[src/rtl/wp_pkg.sv]
package wp_pkg;

    localparam int WIPER_W  = 8;
    localparam int FRAME_W  = 2 * WIPER_W + 1;
    localparam int STACK_IX = 0;
    localparam int W1_BASE  = 1;
    localparam int W0_BASE  = 1 + WIPER_W;
    localparam int LANES    = 3;
    localparam int LANE_EN  = 0;
    localparam int LANE_CLK = 1;
    localparam int LANE_DAT = 2;

    typedef logic [FRAME_W-1:0] frame_t;

    typedef struct packed {
        logic [WIPER_W-1:0] pot0;
        logic [WIPER_W-1:0] pot1;
        logic               stack;
    } setting_t;

    // Field base holds the MSB; higher frame index means lower weight.
    function automatic setting_t frame_to_setting(frame_t f);
        setting_t s;
        s.stack = f[STACK_IX];
        for (int i = 0; i < WIPER_W; i++) begin
            s.pot1[WIPER_W-1-i] = f[W1_BASE+i];
            s.pot0[WIPER_W-1-i] = f[W0_BASE+i];
        end
        return s;
    endfunction

    function automatic frame_t setting_to_frame(setting_t s);
        frame_t f;
        f[STACK_IX] = s.stack;
        for (int i = 0; i < WIPER_W; i++) begin
            f[W1_BASE+i] = s.pot1[WIPER_W-1-i];
            f[W0_BASE+i] = s.pot0[WIPER_W-1-i];
        end
        return f;
    endfunction

endpackage

[src/rtl/wp_sync_chain.sv]
module wp_sync_chain #(
    parameter int               WIDTH   = 3,
    parameter int               STAGES  = 2,
    parameter logic [WIDTH-1:0] RST_VAL = '0
) (
    input  logic             clk,
    input  logic             rst,
    input  logic [WIDTH-1:0] din,
    output logic [WIDTH-1:0] dout
);

    logic [WIDTH-1:0] stage_q [STAGES];

    for (genvar s = 0; s < STAGES; s++) begin : g_stage
        if (s == 0) begin : g_first
            always_ff @(posedge clk) begin
                if (rst) stage_q[s] <= RST_VAL;
                else     stage_q[s] <= din;
            end
        end else begin : g_next
            always_ff @(posedge clk) begin
                if (rst) stage_q[s] <= RST_VAL;
                else     stage_q[s] <= stage_q[s-1];
            end
        end
    end

    assign dout = stage_q[STAGES-1];

endmodule

[src/rtl/wp_session_ctrl.sv]
module wp_session_ctrl (
    input  logic clk,
    input  logic rst,
    input  logic en_lvl,
    input  logic sclk_lvl,
    output logic armed,
    output logic shift_stb,
    output logic casc_stb,
    output logic apply_stb
);

    logic en_prev;
    logic sclk_prev;
    logic en_rise;
    logic en_fall;
    logic sclk_rise;
    logic sclk_fall;

    assign en_rise   =  en_lvl   & ~en_prev;
    assign en_fall   = ~en_lvl   &  en_prev;
    assign sclk_rise =  sclk_lvl & ~sclk_prev;
    assign sclk_fall = ~sclk_lvl &  sclk_prev;

    // en_prev resets high so an enable already high at reset never arms.
    always_ff @(posedge clk) begin
        if (rst) begin
            en_prev   <= 1'b1;
            sclk_prev <= 1'b0;
            armed     <= 1'b0;
        end else begin
            en_prev   <= en_lvl;
            sclk_prev <= sclk_lvl;
            if (en_fall)      armed <= 1'b0;
            else if (en_rise) armed <= 1'b1;
        end
    end

    assign shift_stb = armed & sclk_rise;
    assign casc_stb  = armed & sclk_fall;
    assign apply_stb = armed & en_fall;

endmodule

[src/rtl/wp_frame_shifter.sv]
module wp_frame_shifter
    import wp_pkg::*;
(
    input  logic   clk,
    input  logic   rst,
    input  frame_t restore_frame,
    input  logic   shift_stb,
    input  logic   casc_stb,
    input  logic   sdata,
    output frame_t io_q,
    output logic   casc_o
);

    logic pend_q;

    always_ff @(posedge clk) begin
        if (rst) begin
            io_q   <= restore_frame;
            pend_q <= 1'b0;
            casc_o <= 1'b0;
        end else begin
            if (shift_stb) begin
                io_q   <= {sdata, io_q[FRAME_W-1:1]};
                pend_q <= io_q[0];
            end
            if (casc_stb) casc_o <= pend_q;
        end
    end

endmodule

[src/rtl/wp_shadow_store.sv]
module wp_shadow_store
    import wp_pkg::*;
(
    input  logic   clk,
    input  logic   por,
    input  logic   pfail,
    input  frame_t io_q,
    output frame_t shadow_q,
    output logic   shadow_valid
);

    always_ff @(posedge clk) begin
        if (por) begin
            shadow_q     <= '0;
            shadow_valid <= 1'b0;
        end else if (pfail) begin
            shadow_q     <= io_q;
            shadow_valid <= 1'b1;
        end
    end

endmodule

[src/rtl/wiper_port.sv]
module wiper_port
    import wp_pkg::*;
#(
    parameter int                 SYNC_STAGES = 2,
    parameter logic [WIPER_W-1:0] MID_SCALE   = 8'h80
) (
    input  logic               clk_i,
    input  logic               rst_i,
    input  logic               por_i,
    input  logic               pfail_i,
    input  logic               port_en_i,
    input  logic               sclk_i,
    input  logic               sdata_i,
    output logic [WIPER_W-1:0] wiper0_o,
    output logic [WIPER_W-1:0] wiper1_o,
    output logic               stack_o,
    output logic               casc_o
);

    localparam logic [LANES-1:0] LANE_RST = LANES'(1) << LANE_EN;
    localparam setting_t         DEF_SET  = '{pot0: MID_SCALE, pot1: MID_SCALE, stack: 1'b0};

    logic [LANES-1:0] lane_raw;
    logic [LANES-1:0] lane_lvl;
    logic             armed;
    logic             shift_stb;
    logic             casc_stb;
    logic             apply_stb;
    frame_t           io_q;
    frame_t           shadow_q;
    logic             shadow_valid;
    frame_t           restore_frame;
    setting_t         out_q;

    assign lane_raw[LANE_EN]  = port_en_i;
    assign lane_raw[LANE_CLK] = sclk_i;
    assign lane_raw[LANE_DAT] = sdata_i;

    wp_sync_chain #(
        .WIDTH  (LANES),
        .STAGES (SYNC_STAGES),
        .RST_VAL(LANE_RST)
    ) u_sync (
        .clk (clk_i),
        .rst (rst_i),
        .din (lane_raw),
        .dout(lane_lvl)
    );

    wp_session_ctrl u_ctrl (
        .clk      (clk_i),
        .rst      (rst_i),
        .en_lvl   (lane_lvl[LANE_EN]),
        .sclk_lvl (lane_lvl[LANE_CLK]),
        .armed    (armed),
        .shift_stb(shift_stb),
        .casc_stb (casc_stb),
        .apply_stb(apply_stb)
    );

    assign restore_frame = shadow_valid ? shadow_q : setting_to_frame(DEF_SET);

    wp_frame_shifter u_shift (
        .clk          (clk_i),
        .rst          (rst_i),
        .restore_frame(restore_frame),
        .shift_stb    (shift_stb),
        .casc_stb     (casc_stb),
        .sdata        (lane_lvl[LANE_DAT]),
        .io_q         (io_q),
        .casc_o       (casc_o)
    );

    wp_shadow_store u_shadow (
        .clk         (clk_i),
        .por         (por_i),
        .pfail       (pfail_i),
        .io_q        (io_q),
        .shadow_q    (shadow_q),
        .shadow_valid(shadow_valid)
    );

    always_ff @(posedge clk_i) begin
        if (rst_i)          out_q <= frame_to_setting(restore_frame);
        else if (apply_stb) out_q <= frame_to_setting(io_q);
    end

    assign wiper0_o = out_q.pot0;
    assign wiper1_o = out_q.pot1;
    assign stack_o  = out_q.stack;

endmodule

[config.mk]
export PLATFORM = sky130hd
export DESIGN_NAME = wiper_port
export DESIGN_NICKNAME = d
export VERILOG_FILES = /design/src/rtl/wp_pkg.sv /design/src/rtl/wp_sync_chain.sv /design/src/rtl/wp_session_ctrl.sv /design/src/rtl/wp_frame_shifter.sv /design/src/rtl/wp_shadow_store.sv /design/src/rtl/wiper_port.sv
export SDC_FILE = /design/constraint.sdc
export NUM_CORES = 1
export LEC_CHECK = 0
export BUFFER_PORTS_ARGS = -buffer_cell sky130_fd_sc_hd__buf_2
export CAP_MARGIN = 20
export CORE_UTILIZATION = 44
export CTS_CLUSTER_DIAMETER = 50
export DETAILED_ROUTE_END_ITERATION = 10
export PLACE_DENSITY_LB_ADDON = 0.2
export RECOVER_POWER = 100
export SLEW_MARGIN = 40
export SYNTH_ARGS = -nofsm -noshare
export SYNTH_HDL_FRONTEND = slang
export SYNTH_SLANG_ARGS = --single-unit
export TNS_END_PERCENT = 1
[constraint.sdc]
create_clock -name clk_i -period 3.3 [get_ports clk_i]
set_clock_uncertainty 0.1 [all_clocks]
set_input_delay 0.33 -clock clk_i [delete_from_list [all_inputs] [get_ports clk_i]]
set_output_delay 0.33 -clock clk_i [all_outputs]
set_load 0.005 [all_outputs]
### After elaboration in Yosys (flattened, before gate mapping)

Memories as Yosys holds them, arrays and structs flattened.
Index checks and enable logic that the tools add are counted.

| storage, ports and cells | value |
|---|---|
| register bits | 57 |
| output and inout bits | 18 |
| RAM bits | 6 |
| memories | 1 |
| logic and storage cells | 38 |
| input port bits | 7 |

Memory list:

| name | words | bits a word | rd ports | clocked after memory_dff | wr ports | RTL line | source |
|---|---|---|---|---|---|---|---|
| u_sync.stage_q | 2 | 3 | 2 | 0 | 2 | wp_sync_chain.sv:12 | `logic [WIDTH-1:0] stage_q [STAGES];` |

| operators by class | value |
|---|---|
| reduce and logical (&&, ||, !) cells | 3 |
| mux-type cells | 10 |
| bitwise operators | 13 |

Operator list:

| cell | number |
|---|---|
| two-way mux 17 bit | 5 |
| bitwise AND 1 bit | 7 |
| two-way mux 3 bit | 2 |
| NOT 1 bit | 4 |
| nonzero test 2 bit | 2 |
| two-way mux 1 bit | 3 |
| OR 1 bit | 2 |
| OR reduction 2 bit | 1 |

### Depth between registers and ports, before layout

| logic depth | value |
|---|---|
| depth in word-level cells | 5 |
| depth in mapped cells | 6 |
| depth with buffers taken out | 3 |

### Cells and area by module

Synthesis repeated with hierarchy kept, for this count alone.

| second synthesis, totals | value |
|---|---|
| cell total of the unflattened synthesis | 181 |
| area total of the unflattened synthesis | 2,707.6 sq um |

Modules (own cells, without submodules):

| module | cells an instance | area an instance (sq um) | instances | seq. area each (sq um) |
|---|---|---|---|---|
| wiper_port | 55 | 924.6 | 1 | 510.5 |
| wp_frame_shifter | 43 | 862.1 | 1 | 550.5 |
| wp_shadow_store | 58 | 643.1 | 1 | 360.3 |
| wp_sync_chain | 12 | 157.7 | 1 | 120.1 |
| wp_session_ctrl | 13 | 120.1 | 1 | 60.1 |

### Worst setup path before layout

No wires, ideal clock.

| timing | value |
|---|---|
| kind | in2reg |
| start | in rst_i |
| end | reg u_shift.io_q[0] (enable) |
| slack | 1.749 ns |
| arrival time | 1.075 ns |
| buffers on the path | 2 |
| data required time | 2.824 ns |
| cell stages on the path | 3 |
| setup time | 0.376 ns |
| path through | buf_6 -> buf_2 -> nand2b_1 |

| on the way | value |
|---|---|
| cells in the longest elaborated chain, start to end | 1 |

RTL lines:

| what | RTL line | source |
|---|---|---|
| start: declaration | wiper_port.sv:8 | `input logic rst_i,` |
| nonzero test 2 bit (no line) | n/a |  |
| end signal: assignment | wp_frame_shifter.sv:18 | `io_q <= restore_frame;` |
| end signal: assignment | wp_frame_shifter.sv:23 | `io_q <= {sdata, io_q[FRAME_W-1:1]};` |
| end: declaration | wp_frame_shifter.sv:10 | `output frame_t io_q,` |

Every way passes these cells.
A chain may end at the register's enable or synchronous reset.

### Worst setup path after layout

| timing | value |
|---|---|
| start | in rst_i |
| end | reg u_shift.io_q[2] (enable) |

Same word-level chain as after synthesis.

==> impl_metrics.toml <==
[run_status]
run_status = "completed"

[power_and_ir_drop]
p_total_mw = 1.60
ir_drop_v = 0.000278
p_leak_nw = 1.15
power-per-cell-area_mw_per_mm2 = 603

[clock_network]
cts_resized = 0
ctsHoldBuffers = 0
post_cts_buffers = 0
cts_tree = "yes"
cts_inserted_buffers = 9
clock_latency_ns = 0.33
cts-root-buf = "clkbuf_8"
cts.sinks = 63
ctsHtreeMaxLevel = 3
clk_path_buf_depth = 2
clkSlewWorstSetupHoldPaths_ns = 0.06

[cells_and_area]
drive_above_1_share_pct = 11.0
diodes = 0
areaGrowthSynthToFinish_pct = 11.1
fin_nets = 230

[critical_path]
worst_setup_path_start_kind = "input port"
slowest_delay_ns = 0.93
path_cells = "clkbuf_1, nand2b_1"
crit_buf_inv = 1
worstSetupEndpointType = "register"
crit_required_ns = 3.16
cpMaxStageDelayCell = "clkbuf_1"
crit_family = "buffers and inverters"
path_max_fanout = 37
critPathArrivalTime_ns = 2.03
crit_type = "input port to register"

[die]
die_area_mm2 = 0.00575
rows = 26
die_w_um = 75.8
start_util_pct = 46.3
dieHeight_um = 75.8
io_pins = 25
coreArea_mm2 = 0.00517

[detailed_routing]
avgRoutedWirePerCell_um = 12.8
postRouteAntennaNets = 0
vias_per_cell = 4.63
drc_errors = 0
vias = 1379
drtIter0Drc = 74
drtPass1Iterations = 4
wirelength_mm = 3.83

[sta]
worstMarginPinSlew_ns = 1.39
slew_violations = 0
finalHoldViolCount = 0
grt_setup_unrepaired = "false"
finalSetupViolCount = 0
period_share_pct = 65.8
period_minus_slack_ns = 2.17
fin_tns_setup_ns = 0
maxSlewHeadroom_pct = 7.57
setup_ws_ns = 1.13
max_freq_mhz = 460
hold_slack_ns = 0.0767

[global_routing]
grt_pass1_vias = 1293
grt_pass1_wl_mm = 6.18
grt.total_usage_pct = 15.9
grt_start_max_net_pins = 38
grt.overflow.total = 0
antenna_found_initial = 0

[synthesis]
avgSynthCellArea_um2 = 12.1
yosysMostFrequentCell = "edfxtp_1"
yosysSeqAreaShare_pct = 66.8
netlist_area_mm2 = 0.00240
synth_common_cells = "edfxtp_1, nand2_1, dfxtp_1, nor2_1, mux2i_1"
synth_edf_count = 34
async_flop_share_pct = 0
synth-main-ff-cell = "edfxtp_1"
yosys_warnings = 0
synth_area_leaders = "edfxtp_1, dfxtp_1, mux2i_1, nand2_1, nor2_1"
yosys.area.top_type_share_pct = 42.6
yosysUniqueCellTypes = 21
yosysTopAreaCell = "edfxtp_1"
synth_fp_nets = 205
syn_inst = 198
ys_ff_latch = 63

[placed_design]
dp_hpwl_mm = 2.30
portBuffers = 24
place_ws_ns = 1.28
place.gp.congestion = 0.698

[run]
maxCapViolCount = 0

[worst_hold_path]
hp-class = "input port to register"
-- cells by family (layout without fill, tap and decap cells) --
kind of cell    after synthesis  count (layout)  share of synthesized area (%)
simple gates                 86              86                           17.2
mux                          19              19                           7.93
compound gates               11              11                           3.08
flops                        63              63                           66.8
buf+inv                      18              48                           4.54
fa+ha+maj                     1               1                          0.418
-- placed cells by master (no fill, tap or decap), drive strengths merged --
cell    netlist  final
nand2        40     40
edfxtp       34     34
clkbuf        2     31
dfxtp        29     29
nor2         22     22
mux2i        19     19
nand2b       13     13
buf           8      9
inv           8      8
o21ai         6      6
nor2b         5      5
o22a          4      4
or2           3      3
nand3b        2      2
and2          1      1
a31o          1      1
maj3          1      1
-- state kept, by name, summed over array words and instances, names as in the netlist --
| register | count |
|---|---|
| u_ctrl.sclk_prev | 1 |
| u_shift.casc_o | 1 |
| u_ctrl.armed | 1 |
| u_shift.pend_q | 1 |
| stack_o | 1 |
| wiper0_o | 8 |
| wiper1_o | 8 |
| u_shadow.shadow_q | 17 |
| u_ctrl.en_prev | 1 |
| u_shadow.shadow_valid | 1 |
| u_shift.io_q | 17 |
| u_sync.stage_q | 6 |
-- worst paths after layout --
kind / cells after the start / slack [ns] / startpoint / endpoint
max: 2 / 1.13 / rst_i / u_shift.io_q[2]
min: 2 / 0.08 / port_en_i / u_sync.stage_q[0][0]
max reg2reg: 2 / 1.71 / u_ctrl.armed / u_shift.io_q[2]
min reg2reg: 1 / 0.32 / u_sync.stage_q[0][0] / u_sync.stage_q[1][0]
-- layout make-up --
| cell class | instances | area, um2 |
|---|---|---|
| flip-flops and latches | 63 | 1600 |
| clock buffers | 16 | 180 |
| multi-input cells | 117 | 662 |
| repair buffers | 24 | 101 |
| well taps | 70 | 87.6 |
| fillers | 478 | 2510 |
| inverters | 8 | 30.0 |
-- per-stage QoR --
stage | instances | utilization, % | area (um2)
6_report | 298 | 51.5 | 2660
5_1_grt | 298 | 51.5 | 2660
4_1_cts | 298 | 52.3 | 2710
3_5_place_dp | 282 | 48.8 | 2530
3_3_place_gp | 282 | 48.8 | 2530
2_1_floorplan | 198 | - | 2400
-- routing by layer --
metal | part of all wire (%) | vias to the layer above | GRT usage [%]
met3 | 3.1 | 11 | 4.63
met1 | 49 | 633 | 20.7
met4 | 3.2 | 0 | 11.7
met2 | 44 | 28 | 22.5
met5 | 0 | - | 0
li1 | - | 707 | -
-- power by group --
| part | switching, mW | internal [mW] | total (mW) |
|---|---|---|---|
| registers | 0.0206 | 0.879 | 0.900 |
| logic | 0.0554 | 0.0395 | 0.0950 |
| clock network | 0.274 | 0.336 | 0.610 |
| total | 0.350 | 1.26 | 1.60 |
(Power assumes the default switching activity.)
